**src/rtl/pwx_pkg.sv**
```systemverilog
package pwx_pkg;

  // PCI bus command codes
  typedef enum logic [3:0] {
    CMD_MEM_RD = 4'h6,
    CMD_MEM_WR = 4'h7,
    CMD_CFG_RD = 4'hA,
    CMD_CFG_WR = 4'hB
  } pci_cmd_e;

  // Top address bits that select the translated window
  localparam logic [1:0] WIN_TAG = 2'b10;

  typedef struct packed {
    logic       cache_dis;
    logic [1:0] grant;
    logic [1:0] rst_mode;
    logic [1:0] top_bits;
    logic       cfg_sel;
  } ctrl_t;

endpackage

```
**src/rtl/pwx_ctrl_reg.sv**
```systemverilog
module pwx_ctrl_reg
  import pwx_pkg::*;
#(
  parameter int DATA_W = 32
) (
  input  logic              clk,
  input  logic              rst,
  input  logic              wr_en,
  input  logic              rd_en,
  input  logic [DATA_W-1:0] wdata,
  output logic [DATA_W-1:0] rdata,
  output ctrl_t             ctrl,
  output logic              pin_oe,
  output logic              pin_out
);
  localparam int POS_CFG  = 1;
  localparam int POS_TOP  = 2;
  localparam int POS_RST  = 4;
  localparam int POS_GNT  = 6;
  localparam int POS_CDIS = 12;

  function automatic logic [DATA_W-1:0] pack(input ctrl_t c);
    logic [DATA_W-1:0] v;
    v = '0;
    v[POS_CFG]        = c.cfg_sel;
    v[POS_TOP +: 2]   = c.top_bits;
    v[POS_RST +: 2]   = c.rst_mode;
    v[POS_GNT +: 2]   = c.grant;
    v[POS_CDIS]       = c.cache_dis;
    return v;
  endfunction

  ctrl_t nxt;
  logic  unused_wbits;
  assign unused_wbits = ^wdata;

  always_comb begin
    nxt = ctrl;
    if (wr_en) begin
      nxt.cfg_sel   = wdata[POS_CFG];
      nxt.top_bits  = wdata[POS_TOP +: 2];
      nxt.rst_mode  = wdata[POS_RST +: 2];
      nxt.grant     = wdata[POS_GNT +: 2];
      nxt.cache_dis = wdata[POS_CDIS];
    end
  end

  always_ff @(posedge clk) begin
    if (rst) begin
      ctrl    <= '0;
      rdata   <= '0;
      pin_oe  <= 1'b0;
      pin_out <= 1'b0;
    end else begin
      ctrl    <= nxt;
      if (rd_en) rdata <= pack(ctrl);
      pin_oe  <= (nxt.rst_mode == 2'd1) || (nxt.rst_mode == 2'd2);
      pin_out <= (nxt.rst_mode == 2'd2);
    end
  end

endmodule

```
**src/rtl/pwx_decode.sv**
```systemverilog
module pwx_decode
  import pwx_pkg::*;
#(
  parameter int BE_W          = 4,
  parameter int IDSEL_BASE    = 13,
  parameter int MAX_DEV       = 18,
  parameter int CFG_SPAN_LOG2 = 20
) (
  input  logic [31:0]     addr,
  input  logic            we,
  input  logic [1:0]      size,
  input  logic            cfg_sel,
  input  logic [1:0]      top_bits,
  output logic            hit,
  output logic            reject,
  output logic [3:0]      cmd,
  output logic [31:0]     pci_addr,
  output logic [BE_W-1:0] be_n
);
  localparam int LANE_W    = $clog2(BE_W);
  localparam int FIT_DEV   = CFG_SPAN_LOG2 - IDSEL_BASE - 1;
  localparam int DEV_LIMIT = (MAX_DEV < FIT_DEV) ? MAX_DEV : FIT_DEV;
  localparam int DEV_LSB   = 11;
  localparam int DEV_W     = 5;
  localparam int FIELD_TOP = DEV_LSB + DEV_W;

  logic [DEV_W-1:0]  dev;
  logic [LANE_W-1:0] low;
  logic              dev_ok, align_ok;
  logic [31:0]       cfg_addr, mem_addr;
  int                nbytes;
  pci_cmd_e          c;

  assign dev    = addr[DEV_LSB +: DEV_W];
  assign low    = addr[LANE_W-1:0];
  assign nbytes = 1 << size;

  generate
    for (genvar g = 0; g < BE_W; g++) begin : g_lane
      assign be_n[g] = !((g >= int'(low)) && (g < int'(low) + nbytes));
    end
  endgenerate

  always_comb begin
    dev_ok   = (int'(dev) <= DEV_LIMIT) && (addr[29:FIELD_TOP] == '0);
    align_ok = (nbytes <= BE_W) && ((int'(low) & (nbytes - 1)) == 0);
    cfg_addr = (32'd1 << (IDSEL_BASE + int'(dev))) | {21'd0, addr[10:2], 2'b00};
    mem_addr = {top_bits, addr[29:0]};
    if (cfg_sel) c = we ? CMD_CFG_WR : CMD_CFG_RD;
    else         c = we ? CMD_MEM_WR : CMD_MEM_RD;
    cmd      = c;
    pci_addr = cfg_sel ? cfg_addr : mem_addr;
    hit      = (addr[31:30] == WIN_TAG);
    reject   = !align_ok || (cfg_sel && !dev_ok);
  end

endmodule

```
**src/rtl/pwx_xact.sv**
```systemverilog
module pwx_xact #(
  parameter int DATA_W = 32,
  parameter int BE_W   = 4
) (
  input  logic              clk,
  input  logic              rst,
  input  logic              start,
  input  logic              reject,
  input  logic [3:0]        cmd,
  input  logic [31:0]       addr,
  input  logic [BE_W-1:0]   be_n,
  input  logic [DATA_W-1:0] wdata,
  input  logic              pci_accept,
  input  logic              pci_abort,
  input  logic [DATA_W-1:0] pci_rdata,
  output logic              pci_req,
  output logic [3:0]        pci_cmd,
  output logic [31:0]       pci_addr,
  output logic [BE_W-1:0]   pci_be_n,
  output logic [DATA_W-1:0] pci_wdata,
  output logic              lb_busy,
  output logic              lb_done,
  output logic              lb_err,
  output logic              lb_abort,
  output logic [DATA_W-1:0] lb_rdata
);
  typedef enum logic {ST_IDLE, ST_WAIT} st_e;
  st_e st;

  assign lb_busy = (st == ST_WAIT);

  always_ff @(posedge clk) begin
    if (rst) begin
      st        <= ST_IDLE;
      pci_req   <= 1'b0;
      pci_cmd   <= '0;
      pci_addr  <= '0;
      pci_be_n  <= '1;
      pci_wdata <= '0;
      lb_done   <= 1'b0;
      lb_err    <= 1'b0;
      lb_abort  <= 1'b0;
      lb_rdata  <= '0;
    end else begin
      lb_done  <= 1'b0;
      lb_err   <= 1'b0;
      lb_abort <= 1'b0;
      case (st)
        ST_IDLE: if (start) begin
          if (reject) begin
            lb_done  <= 1'b1;
            lb_err   <= 1'b1;
            lb_rdata <= '1;
          end else begin
            st        <= ST_WAIT;
            pci_req   <= 1'b1;
            pci_cmd   <= cmd;
            pci_addr  <= addr;
            pci_be_n  <= be_n;
            pci_wdata <= wdata;
          end
        end
        ST_WAIT: if (pci_accept) begin
          st       <= ST_IDLE;
          pci_req  <= 1'b0;
          lb_done  <= 1'b1;
          lb_abort <= pci_abort;
          lb_rdata <= pci_abort ? '1 : pci_rdata;
        end
        default: st <= ST_IDLE;
      endcase
    end
  end

endmodule

```
**src/rtl/pci_window_xlat.sv**
```systemverilog
module pci_window_xlat
  import pwx_pkg::*;
#(
  parameter int DATA_W        = 32,
  parameter int IDSEL_BASE    = 13,
  parameter int MAX_DEV       = 18,
  parameter int CFG_SPAN_LOG2 = 20
) (
  input  logic              clk,
  input  logic              rst,
  input  logic              reg_wr,
  input  logic              reg_rd,
  input  logic [DATA_W-1:0] reg_wdata,
  output logic [DATA_W-1:0] reg_rdata,
  input  logic              lb_req,
  input  logic              lb_we,
  input  logic [31:0]       lb_addr,
  input  logic [1:0]        lb_size,
  input  logic [DATA_W-1:0] lb_wdata,
  output logic              lb_busy,
  output logic              lb_done,
  output logic              lb_err,
  output logic              lb_abort,
  output logic [DATA_W-1:0] lb_rdata,
  output logic              pci_req,
  output logic [3:0]        pci_cmd,
  output logic [31:0]       pci_addr,
  output logic [DATA_W/8-1:0] pci_be_n,
  output logic [DATA_W-1:0] pci_wdata,
  input  logic              pci_accept,
  input  logic              pci_abort,
  input  logic [DATA_W-1:0] pci_rdata,
  output logic              prst_oe,
  output logic              prst_out,
  output logic [1:0]        grant_mode,
  output logic              cache_off
);
  localparam int BE_W = DATA_W / 8;

  ctrl_t           ctrl;
  logic            hit, reject;
  logic [3:0]      d_cmd;
  logic [31:0]     d_addr;
  logic [BE_W-1:0] d_be_n;

  pwx_ctrl_reg #(.DATA_W(DATA_W)) u_ctrl (
    .clk(clk), .rst(rst), .wr_en(reg_wr), .rd_en(reg_rd), .wdata(reg_wdata),
    .rdata(reg_rdata), .ctrl(ctrl), .pin_oe(prst_oe), .pin_out(prst_out)
  );

  pwx_decode #(
    .BE_W(BE_W), .IDSEL_BASE(IDSEL_BASE), .MAX_DEV(MAX_DEV),
    .CFG_SPAN_LOG2(CFG_SPAN_LOG2)
  ) u_dec (
    .addr(lb_addr), .we(lb_we), .size(lb_size), .cfg_sel(ctrl.cfg_sel),
    .top_bits(ctrl.top_bits), .hit(hit), .reject(reject), .cmd(d_cmd),
    .pci_addr(d_addr), .be_n(d_be_n)
  );

  pwx_xact #(.DATA_W(DATA_W), .BE_W(BE_W)) u_xact (
    .clk(clk), .rst(rst), .start(lb_req && hit), .reject(reject),
    .cmd(d_cmd), .addr(d_addr), .be_n(d_be_n), .wdata(lb_wdata),
    .pci_accept(pci_accept), .pci_abort(pci_abort), .pci_rdata(pci_rdata),
    .pci_req(pci_req), .pci_cmd(pci_cmd), .pci_addr(pci_addr),
    .pci_be_n(pci_be_n), .pci_wdata(pci_wdata), .lb_busy(lb_busy),
    .lb_done(lb_done), .lb_err(lb_err), .lb_abort(lb_abort),
    .lb_rdata(lb_rdata)
  );

  assign grant_mode = ctrl.grant;
  assign cache_off  = ctrl.cache_dis;

endmodule

```
**config.mk**
```make
export PLATFORM = sky130hd
export DESIGN_NAME = pci_window_xlat
export DESIGN_NICKNAME = d
export VERILOG_FILES = /design/src/rtl/pwx_pkg.sv /design/src/rtl/pwx_ctrl_reg.sv /design/src/rtl/pwx_decode.sv /design/src/rtl/pwx_xact.sv /design/src/rtl/pci_window_xlat.sv
export SDC_FILE = /design/constraint.sdc
export NUM_CORES = 1
export LEC_CHECK = 0
export ABC_AREA = 1
export BUFFER_PORTS_ARGS = -buffer_cell sky130_fd_sc_hd__buf_2
export CORE_MARGIN = 2
export CORE_UTILIZATION = 49
export DETAILED_ROUTE_END_ITERATION = 10
export PLACE_DENSITY = 0.85
export SETUP_SLACK_MARGIN = 0.2
export SLEW_MARGIN = 20
export SYNTH_ARGS = -nofsm -noshare
export SYNTH_HDL_FRONTEND = slang
export SYNTH_SLANG_ARGS = --single-unit
export TNS_END_PERCENT = 5
```
**constraint.sdc**
```tcl
create_clock -name clk -period 3.3 [get_ports clk]
set_clock_uncertainty 0.1 [all_clocks]
set_input_delay 0 -clock clk [delete_from_list [all_inputs] [get_ports clk]]
set_output_delay 0 -clock clk [all_outputs]
set_load 0.05 [all_outputs]
```
==> results.json, run 1 <==
{
  "crit_type": "in2reg",
  "die_height_um": 110,
  "finalMaxSlewViolations": 0,
  "grt_max_degree": 89,
  "holdCritPathClass": "in2reg",
  "synth_area_leaders": "dfxtp_1, nand2_1, nand3_1, nor2_1, a21oi_1",
  "synth_largest_area_cell": "dfxtp_1",
  "synthSimpleGateAreaFrac": 0.307,
  "fin_crit_sh": 0.718,
  "worst_pin_slew_ps": 1000,
  "postRouteAntennaNets": 0,
  "clk_latency_ps": 400,
  "drt_iter0_drc": 617,
  "syn_area_mm2": 0.00552,
  "synth.mux.area_fraction": 0.00181,
  "post_cts_resize_count": 0,
  "cp-startpoint": "lb_addr[11]",
  "ios": 284,
  "cts-htree-levels": 4,
  "power.density_mw_per_mm2": 495,
  "path_clk_slew_ps": 60,
  "cp_data_arrival_time_ps": 2510,
  "synthXorXnorAreaFrac": 0.00159,
  "hold_viol": 0,
  "synth_cell_types": 24,
  "syn-instance-count": 779,
  "synth_most_common_cell": "nand2_1",
  "cts_tree": "built",
  "vias_per_cell": 5.12,
  "yosys_register_bits": 127,
  "post-route-min-period_ps": 2370,
  "avgSynthCellArea_um2": 7.09,
  "first_pass_iters": 5,
  "dp_hpwl_um": 9940,
  "slew_headroom": 0.330,
  "place_congestion": 0.893,
  "yosys.area_share.adder": 0.0127,
  "fmax_ghz": 0.422,
  "cp-end-kind": "register",
  "r2r_end": "u_xact.lb_rdata[17]$_SDFFE_PP0P_",
  "yosysSeqAreaShare": 0.460,
  "r2r_slack_ps": 930,
  "netlist_top_cells_count": "nand2_1, dfxtp_1, nor2_1",
  "post-cts-setup-buffers": 0,
  "layout.nets": 1247,
  "crit_end": "u_xact.pci_wdata[12]$_SDFFE_PP0P_",
  "totalWireLength_um": 19000,
  "rsz0062_at_grt": "false",
  "synth_top_area_share": 0.460,
  "antenna_found_initial": 0,
  "cts-buffers-inserted": 17,
  "startpoint_type": "primary input",
  "io_buffers": 235,
  "synth_top_family_by_area": "simple AND/OR/NAND/NOR gates",
  "r2r-start": "u_xact.lb_busy$_SDFF_PP0_",
  "cp.required_ps": 3440,
  "dieArea_mm2": 0.0121,
  "p_leak_nw": 4.17,
  "coreArea_mm2": 0.0109,
  "finalPower_mw": 4.15,
  "synth_edf_count": 0,
  "stdcell_area_mm2": 0.00840,
  "initial_core_util": 0.505,
  "clockRootBuffer": "clkbuf_16",
  "track_usage": 0.302,
  "yosysWarnings": 0,
  "vdd_ir_drop_max_v": 0.000371,
  "placed_cell_area_mm2": 0.00661,
  "r2r_cells": 7,
  "vias": 6437,
  "maxCapViolCount": 0,
  "first_global_vias": 6105,
  "die_w_um": 110,
  "area_delta_synth_final_pct": 52.0,
  "synth_ff_type": "dfxtp_1",
  "clock_sink_count": 127,
  "setup_tns_ps": 0,
  "cts_buffer_depth": 2,
  "drc": 0,
  "grt_overflow": 0,
  "setup_violations": 0,
  "crit_path_max_fanout": 69,
  "drive_gt1_frac": 0.245,
  "status": "finished clean",
  "wl_per_cell_um": 15.1,
  "synth-compound-area-share": 0.100,
  "std_cell_rows": 38,
  "grt_pass1_wl_um": 28700,
  "async_reset_ff_frac": 0
}
-- registers in the layout, summed over array words and instances, names as in the netlist, 4 cells and up --
register,cells
u_ctrl.ctrl,8
u_ctrl.rdata,8
u_xact.lb_rdata,32
u_xact.pci_addr,32
u_xact.pci_be_n,4
u_xact.pci_cmd,4
u_xact.pci_wdata,32
-- timing repair --
item,4_1_cts,5_1_grt
hold buffers,121,0
endpoints found under the setup margin,0,0
hold endpoints to repair,119,0
-- critical path, stage by stage --
cell and delay, ps:
dlygate4sd3_1 520, buf_2 170, nand3_1 100, nand2_1 70, inv_1 30, nand3_1 100
nand2_1 100, nand2_1 120, clkinv_2 750, nand3_1 380, a21oi_1 120
-- stage by stage --
stage / utilization / hold WS (ps) / std cells / setup slack (ps)
after floorplan: - / 34.9 / 802 / 1450
after global placement: 0.605 / 122 / 1104 / 1060
after detailed placement: 0.605 / 124 / 1104 / 1030
after CTS: 0.767 / 8.87 / 1254 / 926
after global routing: 0.767 / 46.9 / 1254 / 688
final: 0.768 / 19.9 / 1257 / 930
-- how the worst min path moves through the flow --
stage / startpoint / to / slack (ps) / cells past startpoint
2_1_floorplan: reg_wdata[6] / u_ctrl.ctrl[5]$_SDFFE_PP0P_ / 30 / 2
3_3_place_gp: pci_rdata[24] / u_xact.lb_rdata[24]$_SDFFE_PP0P_ / 120 / 3
3_5_place_dp: reg_wdata[3] / u_ctrl.ctrl[2]$_SDFFE_PP0P_ / 120 / 3
4_1_cts: reg_wr / u_ctrl.ctrl[0]$_SDFFE_PP0P_ / 9 / 3
5_1_grt: reg_wr / u_ctrl.ctrl[0]$_SDFFE_PP0P_ / 50 / 3
6_report: reg_wr / u_ctrl.pin_oe$_SDFF_PP0_ / 20 / 5
-- kinds of logic (layout without fill, tap and decap cells) --
family | Yosys count | in the layout
and+or+nand+nor | 394 | 394
buffers and inverters | 140 | 452
DFF | 127 | 127
AOI/OAI and AO/OA | 110 | 110
adders and majority gates | 5 | 5
other | 1 | 27
xor gates and xnor gates | 1 | 1
muxes | 1 | 1
-- cells in the final DEF (no fill, tap or decap), drive strengths merged, types with 4 or more instances in the layout --
master,count
a21oi,77
buf,241
clkbuf,22
clkinv,7
conb,24
dfxtp,127
dlygate4sd3,121
ha,4
inv,58
nand2,149
nand3,106
nand3b,10
nand4,10
nor2,115
o21ai,32
-- per-layer routing --
metal | vias up | share of wire | GRT usage
met4 | 0 | 0.031 | 0.159
li1 | 3110 | - | -
met3 | 48 | 0.081 | 0.0700
met1 | 2935 | 0.38 | 0.341
met5 | - | 0 | 0
met2 | 344 | 0.51 | 0.528
-- power by group --
group          switching, mW  leakage, nW  total, mW  internal [mW]
sequential            0.0260         1.03       1.61           1.59
clock                  0.648        0.277       1.80           1.15
combinational          0.489         2.86      0.737          0.248
total                   1.16         4.17       4.15           2.99
-- layout make-up --
cell class | count | area (um2)
Fill cell | 727 | 2540
Clock buffer | 22 | 474
Timing Repair Buffer | 362 | 2440
Multi-Input combinational cell | 535 | 2430
Antenna cell | 3 | 7.51
Clock inverter | 7 | 87.6
Tap cell | 140 | 175
Inverter | 61 | 230
Sequential cell | 127 | 2540
(Power assumes the default switching activity.)
==> run 2, diff against run 1 <==
ABC_AREA = 0   (was 1)
CORE_UTILIZATION = 46   (was 49)
PLACE_DENSITY = 0.8   (was 0.85)
clock period = 2.4 ns   (was 3.3 ns; I/O delays follow)
==> run 2 against run 1 <==
Against the previous run: synthesized cell count down 21%; via count down 9.2%; critical path depth down 3; worst setup slack worse by 720 ps; count of clock-buffer cells in the layout up 1; power up 42%; sequential share of layout area down 1.1 points; final cell count down 11%; sequential cell count unchanged; design area up 3.9%; die area up 10%.
==> results.json, run 2 <==
{
  "setup_ws_ps": 215,
  "most-common-layout-cells": "buf_2, dfxtp_1, dlygate4sd3_1",
  "die_w_um": 116,
  "fin_crit_sh": 0.911,
  "antenna_cells": 0,
  "drive_gt1_frac": 0.299,
  "place_congestion": 0.838,
  "drc": 0,
  "drt_iter0_drc": 435,
  "dieArea_mm2": 0.0134,
  "coreArea_mm2": 0.0121,
  "netlist_top_cells_count": "dfxtp_1, nand2b_1, o21ai_0",
  "antenna_found_initial": 0,
  "io_buffers": 235,
  "crit_path_max_fanout": 31,
  "grt_pass1_wl_um": 28700,
  "first_pass_iters": 5,
  "track_usage": 0.273,
  "ios": 284,
  "holdCritPathClass": "in2reg",
  "hold_viol": 0,
  "maxCapViolCount": 0,
  "clock_sink_count": 127,
  "first_global_vias": 5800,
  "std_cell_rows": 40,
  "synth_edf_count": 0,
  "async_reset_ff_frac": 0,
  "grt_overflow": 0,
  "clk_latency_ps": 410,
  "initial_core_util": 0.475,
  "clockRootBuffer": "clkbuf_16",
  "cp-end-kind": "register",
  "slew_headroom": 0.306,
  "yosys_register_bits": 127,
  "yosysWarnings": 0,
  "worst_pin_slew_ps": 1040,
  "totalWireLength_um": 18600,
  "synth_cell_types": 39,
  "cts-htree-levels": 4,
  "status": "finished clean",
  "rsz0062_at_grt": "true",
  "power.density_mw_per_mm2": 678,
  "yosysSeqAreaShare": 0.444,
  "vias_per_cell": 5.23,
  "grt_max_degree": 91,
  "synth_most_common_cell": "dfxtp_1",
  "path_clk_slew_ps": 50,
  "cp.required_ps": 2560,
  "setup_violations": 0,
  "vdd_ir_drop_max_v": 0.000378,
  "cp_data_arrival_time_ps": 2340,
  "finalMaxSlewViolations": 0,
  "pre_cts_ws_ps": 393,
  "startpoint_type": "primary input",
  "synth_largest_area_cell": "dfxtp_1",
  "postRouteAntennaNets": 0,
  "p_leak_nw": 3.80,
  "avgSynthCellArea_um2": 9.36,
  "cts_tree": "built",
  "synth_top_area_share": 0.444,
  "fmax_ghz": 0.458,
  "wl_per_cell_um": 16.6,
  "reg_top3": "u_xact.lb_rdata x32, u_xact.pci_addr x32, u_xact.pci_wdata x32",
  "post-route-min-period_ps": 2190,
  "area_delta_synth_final_pct": 52.3,
  "post-cts-setup-buffers": 0,
  "setup_tns_ps": 0,
  "synth_area_leaders": "dfxtp_1, nand2b_1, mux2i_1, nand4b_1, o21ai_0",
  "syn-instance-count": 612,
  "cts_buffer_depth": 2,
  "die_height_um": 116,
  "layout.nets": 1080,
  "layout_commonest_cell": "buf_2",
  "cts-buffers-inserted": 17,
  "vias": 5844,
  "dp_hpwl_um": 10300,
  "crit_type": "in2reg",
  "syn_area_mm2": 0.00573,
  "synth_ff_type": "dfxtp_1"
}
-- run 2: changes by cell type after synthesis, sizes merged, moves of 10 or more --
cell,previous run,this run
a21oi,77,19
nand4b,0,43
o21bai,0,32
nand3b,10,0
nand2b,0,97
nor2,115,25
inv,59,5
clkbuf,38,48
mux2i,1,48
nand3,106,4
o21ai,32,60
nand2,149,5
-- run 2: cell type report --
class,instances,area [um2]
fillers,851,3340
multi-input cells,420,2830
flip-flops and latches,127,2540
repair buffers,366,2500
clock buffers,23,488
well taps,168,210
clock inverters,9,131
inverters,5,18.8
-- run 2: cells by family (layout without fill, tap and decap cells) --
kind of cell             Yosys count  count (layout)  synth area share
buffers and inverters             88             403            0.0804
other                              1              24          0.000655
adder cells (fa/ha/maj)            5               5            0.0122
flip-flops                       127             127             0.444
AND/OR/NAND/NOR                  216             216             0.242
multiplexers                      49              49            0.0859
AO/OA/AOI/OAI                    126             126             0.135
-- run 2: power breakdown --
group	internal (mW)	switching [mW]	leakage (nW)
sequential	2.18	0.0395	1.03
clock	1.74	0.942	0.295
combinational	0.383	0.628	2.47
total	4.31	1.61	3.80
-- run 2: path summary, 6_finish.rpt --
check,start,slack (ps),endpoint,cells past startpoint
hold reg to reg,u_xact.pci_req$_SDFFE_PP0P_,350,u_xact.pci_req$_SDFFE_PP0P_,2
setup reg to reg,u_xact.lb_busy$_SDFF_PP0_,450,u_xact.lb_rdata[30]$_SDFFE_PP0P_,4
hold / removal,lb_size[1],60,u_xact.pci_be_n[3]$_SDFFE_PP1P_,5
setup / recovery,lb_addr[21],210,u_xact.pci_wdata[2]$_SDFFE_PP0P_,8
-- run 2: per-stage QoR --
stage                     hold WS (ps)  cells  total power, mW  cell area (um2)   util
after floorplan                   43.3    635             2.89             5810      -
after global placement             132    968             3.08             6910  0.573
final                             59.7   1118             5.92             8720  0.723
after CTS                         25.9   1118             5.92             8710  0.722
after detailed placement           146    968             3.09             6910  0.573
after global routing              60.4   1118             6.12             8720  0.723
-- run 2: layer usage --
layer / up-vias / GRT usage / share of wire
li1: 2759 / - / -
met3: 56 / 0.0910 / 0.080
met1: 2743 / 0.310 / 0.39
met4: 0 / 0.153 / 0.031
met2: 286 / 0.453 / 0.50
met5: - / 0 / 0
-- run 2: timing repair --
action / 4_1_cts / 5_1_grt
resized for setup: 0 / 2
endpoints found under the hold margin: 121 / 0
setup endpoints to repair: 0 / 66
hold buffers: 118 / 0
-- run 2: worst max-delay path, stage by stage --
cell	delay (ps)
dlygate4sd3_1	560
buf_2	150
nor4_1	320
and3_1	230
a41o_2	380
and2_2	210
buf_4	290
o21ai_0	190
